<file path="config.mk">
export PLATFORM = sky130hd
export DESIGN_NAME = hamming_sector_ecc
export DESIGN_NICKNAME = d
export VERILOG_FILES = /design/src/rtl/hecc_pkg.sv /design/src/rtl/hecc_ctrl.sv /design/src/rtl/hecc_pack.sv /design/src/rtl/hecc_datapath.sv /design/src/rtl/hamming_sector_ecc.sv
export SDC_FILE = /design/constraint.sdc
export NUM_CORES = 1
export LEC_CHECK = 0
export BUFFER_PORTS_ARGS = -buffer_cell sky130_fd_sc_hd__buf_2
export CAP_MARGIN = 20
export CORE_UTILIZATION = 58
export CTS_CLUSTER_DIAMETER = 60
export CTS_CLUSTER_SIZE = 24
export DETAILED_ROUTE_END_ITERATION = 8
export HOLD_SLACK_MARGIN = 0.15
export PLACE_DENSITY = 0.84
export SLEW_MARGIN = 30
export SYNTH_ARGS = -nofsm -noshare
export SYNTH_HDL_FRONTEND = slang
export SYNTH_SLANG_ARGS = --single-unit
</file>
<file path="constraint.sdc">
create_clock -name clk -period 2.9 [get_ports clk]
set_clock_uncertainty 0.2 [all_clocks]
set_input_delay 0.58 -clock clk [delete_from_list [all_inputs] [get_ports clk]]
set_output_delay 0.58 -clock clk [all_outputs]
set_load 0.01 [all_outputs]
</file>
<file path="src/rtl/hecc_pkg.sv">
package hecc_pkg;

  // Per-cycle commands from the control to the datapath
  typedef struct packed {
    logic clearAcc;  // restart: drop partial sums
    logic takeByte;  // fold the presented byte into the sums
    logic lastByte;  // the folded byte closes the sector
  } eccStrobe_t;

endpackage

</file>
<file path="src/rtl/hecc_ctrl.sv">
module hecc_ctrl
  import hecc_pkg::*;
#(
  parameter int SECTOR_BYTES = 512,
  localparam int IDX_W = $clog2(SECTOR_BYTES)
) (
  input  logic             clk,
  input  logic             rstN,
  input  logic             startIn,
  input  logic             byteValid,
  output eccStrobe_t       strb,
  output logic [IDX_W-1:0] byteIdx,
  output logic             doneOut
);

  localparam logic [IDX_W-1:0] LAST_IDX = IDX_W'(SECTOR_BYTES - 1);

  logic takeNow;
  logic lastNow;

  // Start wins over a byte in the same cycle
  assign takeNow = byteValid && !startIn;
  assign lastNow = takeNow && (byteIdx == LAST_IDX);

  always_comb begin
    strb.clearAcc = startIn;
    strb.takeByte = takeNow;
    strb.lastByte = lastNow;
  end

  always_ff @(posedge clk or negedge rstN) begin
    if (!rstN) begin
      byteIdx <= '0;
    end else if (startIn || lastNow) begin
      byteIdx <= '0;
    end else if (takeNow) begin
      byteIdx <= byteIdx + 1'b1;
    end
  end

  always_ff @(posedge clk or negedge rstN) begin
    if (!rstN) doneOut <= 1'b0;
    else       doneOut <= lastNow;
  end

  AST_DONE_ONE_CYCLE: assert property (@(posedge clk) disable iff (!rstN)
    doneOut |=> !doneOut);
  AST_IDLE_HOLDS_INDEX: assert property (@(posedge clk) disable iff (!rstN)
    (!startIn && !byteValid) |=> $stable(byteIdx));
  AST_START_ZEROES_INDEX: assert property (@(posedge clk) disable iff (!rstN)
    startIn |=> (byteIdx == '0));
  AST_INDEX_WRAPS: assert property (@(posedge clk) disable iff (!rstN)
    strb.lastByte |=> (byteIdx == '0));

endmodule

</file>
<file path="src/rtl/hecc_pack.sv">
module hecc_pack #(
  parameter int DATA_W = 8,
  parameter int IDX_W  = 9,
  localparam int COL_LVLS = $clog2(DATA_W),
  localparam int PAIRS    = COL_LVLS + IDX_W,
  localparam int CODE_W   = 2 * PAIRS
) (
  input  logic [IDX_W-1:0]  rowPar,
  input  logic [DATA_W-1:0] xorByte,
  output logic [CODE_W-1:0] codeWord
);

  logic             globalOdd;
  logic [IDX_W-1:0] rowPrime;
  logic [COL_LVLS-1:0] colHi;
  logic [COL_LVLS-1:0] colLo;
  logic [CODE_W-1:0]   rawCode;

  assign globalOdd = ^xorByte;
  assign rowPrime  = rowPar ^ {IDX_W{globalOdd}};

  // Column parity: bit positions with level bit set / clear
  always_comb begin
    colHi = '0;
    colLo = '0;
    for (int lvl = 0; lvl < COL_LVLS; lvl++) begin
      for (int pos = 0; pos < DATA_W; pos++) begin
        if (((pos >> lvl) & 1) == 1) colHi[lvl] = colHi[lvl] ^ xorByte[pos];
        else                         colLo[lvl] = colLo[lvl] ^ xorByte[pos];
      end
    end
  end

  // Row pairs occupy the low bits, column pairs above them
  for (genvar r = 0; r < IDX_W; r++) begin : g_rowPair
    assign rawCode[2*r+1] = rowPar[r];
    assign rawCode[2*r]   = rowPrime[r];
  end
  for (genvar c = 0; c < COL_LVLS; c++) begin : g_colPair
    assign rawCode[2*(IDX_W+c)+1] = colHi[c];
    assign rawCode[2*(IDX_W+c)]   = colLo[c];
  end

  assign codeWord = ~rawCode;

endmodule

</file>
<file path="src/rtl/hecc_datapath.sv">
module hecc_datapath
  import hecc_pkg::*;
#(
  parameter int DATA_W = 8,
  parameter int IDX_W  = 9,
  localparam int CODE_W = 2 * ($clog2(DATA_W) + IDX_W)
) (
  input  logic              clk,
  input  logic              rstN,
  input  eccStrobe_t        strb,
  input  logic [IDX_W-1:0]  byteIdx,
  input  logic [DATA_W-1:0] byteIn,
  output logic [CODE_W-1:0] codeOut
);

  logic [IDX_W-1:0]  rowAcc;
  logic [DATA_W-1:0] xorAcc;
  logic [IDX_W-1:0]  rowNext;
  logic [DATA_W-1:0] xorNext;
  logic [CODE_W-1:0] codeNext;

  assign rowNext = rowAcc ^ ((^byteIn) ? byteIdx : '0);
  assign xorNext = xorAcc ^ byteIn;

  // Packing sees the sums including the closing byte
  hecc_pack #(.DATA_W(DATA_W), .IDX_W(IDX_W)) u_pack (
    .rowPar  (rowNext),
    .xorByte (xorNext),
    .codeWord(codeNext)
  );

  always_ff @(posedge clk or negedge rstN) begin
    if (!rstN) begin
      rowAcc <= '0;
      xorAcc <= '0;
    end else if (strb.clearAcc || strb.lastByte) begin
      rowAcc <= '0;
      xorAcc <= '0;
    end else if (strb.takeByte) begin
      rowAcc <= rowNext;
      xorAcc <= xorNext;
    end
  end

  always_ff @(posedge clk or negedge rstN) begin
    if (!rstN)              codeOut <= '1;
    else if (strb.lastByte) codeOut <= codeNext;
  end

  AST_CLEAR_EMPTIES_SUMS: assert property (@(posedge clk) disable iff (!rstN)
    strb.clearAcc |=> (rowAcc == '0 && xorAcc == '0));
  AST_CODE_HOLDS: assert property (@(posedge clk) disable iff (!rstN)
    !strb.lastByte |=> $stable(codeOut));
  AST_NEW_SECTOR_EMPTY: assert property (@(posedge clk) disable iff (!rstN)
    strb.lastByte |=> (rowAcc == '0 && xorAcc == '0));

endmodule

</file>
<file path="src/rtl/hamming_sector_ecc.sv">
module hamming_sector_ecc
  import hecc_pkg::*;
#(
  parameter int SECTOR_BYTES = 512,
  parameter int DATA_W = 8
) (
  input  logic clk,
  input  logic rstN,
  input  logic startIn,
  input  logic byteValid,
  input  logic [DATA_W-1:0] byteIn,
  output logic [2*($clog2(DATA_W)+$clog2(SECTOR_BYTES))-1:0] codeOut,
  output logic doneOut
);

  localparam int IDX_W = $clog2(SECTOR_BYTES);

  eccStrobe_t       strb;
  logic [IDX_W-1:0] byteIdx;

  hecc_ctrl #(.SECTOR_BYTES(SECTOR_BYTES)) u_ctrl (
    .clk      (clk),
    .rstN     (rstN),
    .startIn  (startIn),
    .byteValid(byteValid),
    .strb     (strb),
    .byteIdx  (byteIdx),
    .doneOut  (doneOut)
  );

  hecc_datapath #(.DATA_W(DATA_W), .IDX_W(IDX_W)) u_dp (
    .clk    (clk),
    .rstN   (rstN),
    .strb   (strb),
    .byteIdx(byteIdx),
    .byteIn (byteIn),
    .codeOut(codeOut)
  );

endmodule

</file>
**Word level (Yosys, flattened, before mapping)**

Cells that the tools add are included.

- Flip-flop bits (word level): 51
- Latch bits: 0
- Memory bits (writable): 0
- ROM bits: 0
- Input bits: 12
- Output and inout port bits: 25
- Word-level logic and storage cells: 42
- Memories: 0

- Add/subtract/negate cells: 1
- $mul: 0
- Div/mod/pow operators: 0
- Magnitude comparators: 0
- Equality and inequality tests: 1
- Shift operators: 0
- Multiplexer cells: 7
- Bitwise operators: 21
- Reduce and logical (&&, ||, !) cells: 7

Operators with widths:

| operator | number |
|---|---|
| $mux W9 | 5 |
| $not A24 Y24 | 1 |
| $xor A9 B9 Y9 | 2 |
| $xor A1 B1 Y1 | 17 |
| $mux W8 | 2 |
| $reduce_xor A8 Y1 | 2 |
| $add A9 B1 Y9 const B | 1 |
| $eq A9 B9 Y1 const B | 1 |
| $xor A8 B8 Y8 | 1 |
| $logic_and A1 B1 Y1 | 2 |
| $reduce_bool A2 Y1 | 1 |
| $logic_not A1 Y1 | 1 |
| $logic_or A1 B1 Y1 | 1 |

**Logic depth before layout (Yosys ltp)**

- Depth after elaboration: 5
- Mapped depth: 10

**Modules after synthesis**

A second synthesis with hierarchy kept.

- Cell total of the unflattened synthesis: 267
- Area total of the unflattened synthesis: 2960.3 um2

Modules (own cells, without submodules):

| module | instances | cells an instance | area an instance (um2) |
|---|---|---|---|
| hecc_datapath | 1 | 170 | 1983.2 |
| hecc_ctrl | 1 | 65 | 591.8 |
| hecc_pack | 1 | 32 | 385.4 |

**Worst setup path after synthesis**

No wires, ideal clock.

- Path type: reg-to-reg
- From: reg u_ctrl.byteIdx[0]
- To: reg u_dp.codeOut[14]
- Library setup time: 0.072 ns
- Arrival time: 2.012 ns
- Required time: 2.628 ns
- Setup slack: 0.615 ns
- Stages on the path, launching flop included: 11
- Cell sequence: dfrtp_1 -> ha_1 -> nand4_1 -> nor2_1 -> ha_1 -> clkbuf_1 -> nand3b_1 -> clkbuf_1 -> clkbuf_1 -> nand2_1 -> o21ai_1

- Cells in the longest elaborated chain, start to end: 2

RTL lines:

| item | RTL line | RTL |
|---|---|---|
| from (decl) | hecc_ctrl.sv:12 | `output logic [IDX_W-1:0] byteIdx,` |
| from (signal assigned) | hecc_ctrl.sv:37 | `byteIdx <= byteIdx + 1'b1;` |
| $eq A9 B9 Y1 | hecc_ctrl.sv:23 | `assign lastNow = takeNow && (byteIdx == LAST_IDX);` |
| $logic_and A1 B1 Y1 | hecc_ctrl.sv:23 |  |
| to (signal assigned) | hecc_datapath.sv:47 | `else if (strb.lastByte) codeOut <= codeNext;` |
| to (decl) | hecc_datapath.sv:13 | `output logic [CODE_W-1:0] codeOut` |

Every way passes these cells.
A chain may end at the register's enable or synchronous reset.

**Worst setup path after layout**

- From: reg u_ctrl.byteIdx[0]
- To: reg u_dp.rowAcc[7]

- Cells in the longest elaborated chain, start to end: 4
- Elaborated cells between the ends (all ways): 5

RTL lines:

| item | RTL line | RTL |
|---|---|---|
| $eq A9 B9 Y1 * | hecc_ctrl.sv:23 |  |
| $logic_and A1 B1 Y1 * | hecc_ctrl.sv:23 |  |
| $logic_or A1 B1 Y1 * | hecc_datapath.sv:36 | `end else if (strb.clearAcc \|\| strb.lastByte) begin` |
| $mux W9 or $reduce_bool A2 Y1 (tied branches) | - |  |
| to (signal assigned) | hecc_datapath.sv:40 | `rowAcc <= rowNext;` |
| to (decl) | hecc_datapath.sv:16 | `logic [IDX_W-1:0] rowAcc;` |

Every way passes the cells marked *; elsewhere a longest branch is shown, timed or not.

==> reports/metrics.cfg <==
[synth]
synth.distinct_cells=29
synth-seq-area-share=0.457
avgSynthCellArea_um2=10.4
syn-num-nets=288
ys_seq_elements=51
syn_inst=274
ys_warn_count=0
synthesis.area_um2=2860

[layout]
final_cell_mix=36 x buf_2, 35 x o21ai_1, 33 x xnor2_1, 31 x nand2_1, 27 x dfrtp_1
nets=325
syn_to_final_growth_pct=14.2
final_cell_area_um2=3270
drive_gt1_frac=0.288
antennaDiodeCount=0
final_common_cell=buf_2

[run]
maxCapViolCount=0

[route]
drc=0
wl_per_cell_um=14.3
drt_iter0_drc=129
drtAntennaViolNets=0
via_count=2047
routed_via_density=5.40
routed_wl_um=5400
drtPass1Iterations=6

[clock_network]
cts_made_buffers=5
cts_buffer_depth=2
htreeDepth=2
clk-insertion-delay-late_ps=300
cts_tree=done
clkSinkCount=51
cts.clk_slew.worst_paths_ps=90
cts-root-buf=clkbuf_8
cts_resized=0

[sta]
tightest_slew_ps=592
period_share=0.841
finalSetupTns_ps=0
fmax_mhz=410
worst_slack_ps=460
max-slew-margin-rel=0.602
slew_violations=0
post-route-min-period_ps=2440
rsz0062_at_grt=no
finalHoldViolCount=0
finalSetupViolCount=0

[floorplan]
initial_core_util=0.606
fp.dieW_um=72.2
core_um2=4720
pin_count=37
fp-row-count=25
die_h_um=72.2
die_area_um2=5220

[worst_setup_path]
rr_startpoint=u_ctrl.byteIdx[0]
startpoint_type=flip-flop
crit_path_start=u_ctrl.byteIdx[0]
crit_path_end_kind=flip-flop
crit_required_ps=2880
cp_max_fo=22
cp_data_arrival_time_ps=2420
crit_type=reg2reg

[placement]
placed_area_um2=3140
numPortBuffers=36
routabilityCongestion=0.800
dp_slack_ps=241
post-dp-hpwl_um=3770

[power_and_ir_drop]
leakage_nw=1.47
p_per_area_nw_per_um2=558
ir_drop_uv=347

[global_routing]
antenna_found_initial=0
grtUsageTotal=0.225
grt_overflow_total=0
grt_max_degree=51
grt_pass1_wl_um=9040
grt_pass1_vias=1937

[min_path]
min_from=u_dp.codeOut[15]
hp-class=reg2reg

[status]
outcome=finished clean

-- power by group --
part / switching, mW / internal (mW)
clock: 0.233 / 0.279
combinational: 0.273 / 0.292
sequential: 0.0190 / 0.725
total: 0.525 / 1.30
-- through the flow --
step	hold WS, ps	total power [mW]	std cells	util
floorplan	84.4	1.22	274	-
global placement	248	1.31	370	0.664
detailed placement	251	1.33	370	0.664
CTS	265	1.84	379	0.691
global route	278	1.91	379	0.691
finish	261	1.82	379	0.691
-- sequential cells by signal (all words and copies together) (netlist names) --
name and count:
u_dp.rowAcc 9, u_dp.xorAcc 8, u_ctrl.doneOut 1, u_ctrl.byteIdx 9, u_dp.codeOut 24
-- final cells by class --
| cell class | count | area (um^2) |
|---|---|---|
| well taps | 67 | 83.8 |
| multi-input cells | 208 | 1490 |
| repair buffers | 42 | 253 |
| flip-flops and latches | 51 | 1310 |
| inverters | 3 | 11.3 |
| clock inverters | 2 | 35.0 |
| clock buffers | 6 | 82.6 |
| fillers | 353 | 1460 |
-- worst max-delay path, cell delays in order (launching register included) --
cell	delay [ps]
dfrtp_1	520
ha_1	270
nand4_1	120
nor2_1	100
ha_1	370
or3_1	160
buf_4	250
a21oi_1	80
o21ai_1	140
o31ai_1	90
-- final timing paths --
kind	to	slack, ps	cells after the start
worst min-delay path	u_dp.codeOut[15]	260	2
worst min register to register	u_dp.codeOut[15]	260	2
worst max-delay path	u_dp.rowAcc[7]	460	9
max in group asynchronous	u_dp.codeOut[3]	1300	3
min in group asynchronous	u_dp.rowAcc[4]	590	2
worst max register to register	u_dp.rowAcc[7]	460	9
-- cell families after synthesis --
family,share of synthesized area
DFF,0.457
buffers and inverters,0.0210
xor gates and xnor gates,0.251
and+or+nand+nor,0.120
adders and majority gates,0.00875
AOI/OAI and AO/OA,0.143
-- routing by layer --
layer	routed length [um]	track usage	share of wire	vias to the layer above
met5	0	0	0	-
met4	57	0.0588	0.011	0
met3	209	0.0389	0.039	7
met2	2650	0.373	0.49	47
met1	2490	0.309	0.46	987
li1	-	-	-	1006
-- synthesized netlist by cell type (all sizes together) --
master,instances,share of area
a21oi,19,0.033
a22o,2,0.0061
a32oi,1,0.0031
buf,1,0.0026
clkbuf,11,0.014
dfrtp,27,0.24
dfstp,24,0.22
ha,2,0.0087
inv,3,0.0039
nand2,38,0.056
nand2b,5,0.011
nand3,3,0.0052
nand3b,5,0.013
nand4,1,0.0022
nor2,18,0.024
nor3,4,0.0070
o2111ai,1,0.0031
o21ai,42,0.073
o31ai,9,0.024
or3,1,0.0022
xnor2,39,0.14
xor2,9,0.033
xor3,9,0.075
-- what timing repair did --
item | CTS | global route
buffers inserted | 0 | 0
hold buffers | 1 | 0
endpoints found under the hold margin | 14 | 0
No activity file was read; power rests on OpenSTA's default activity.
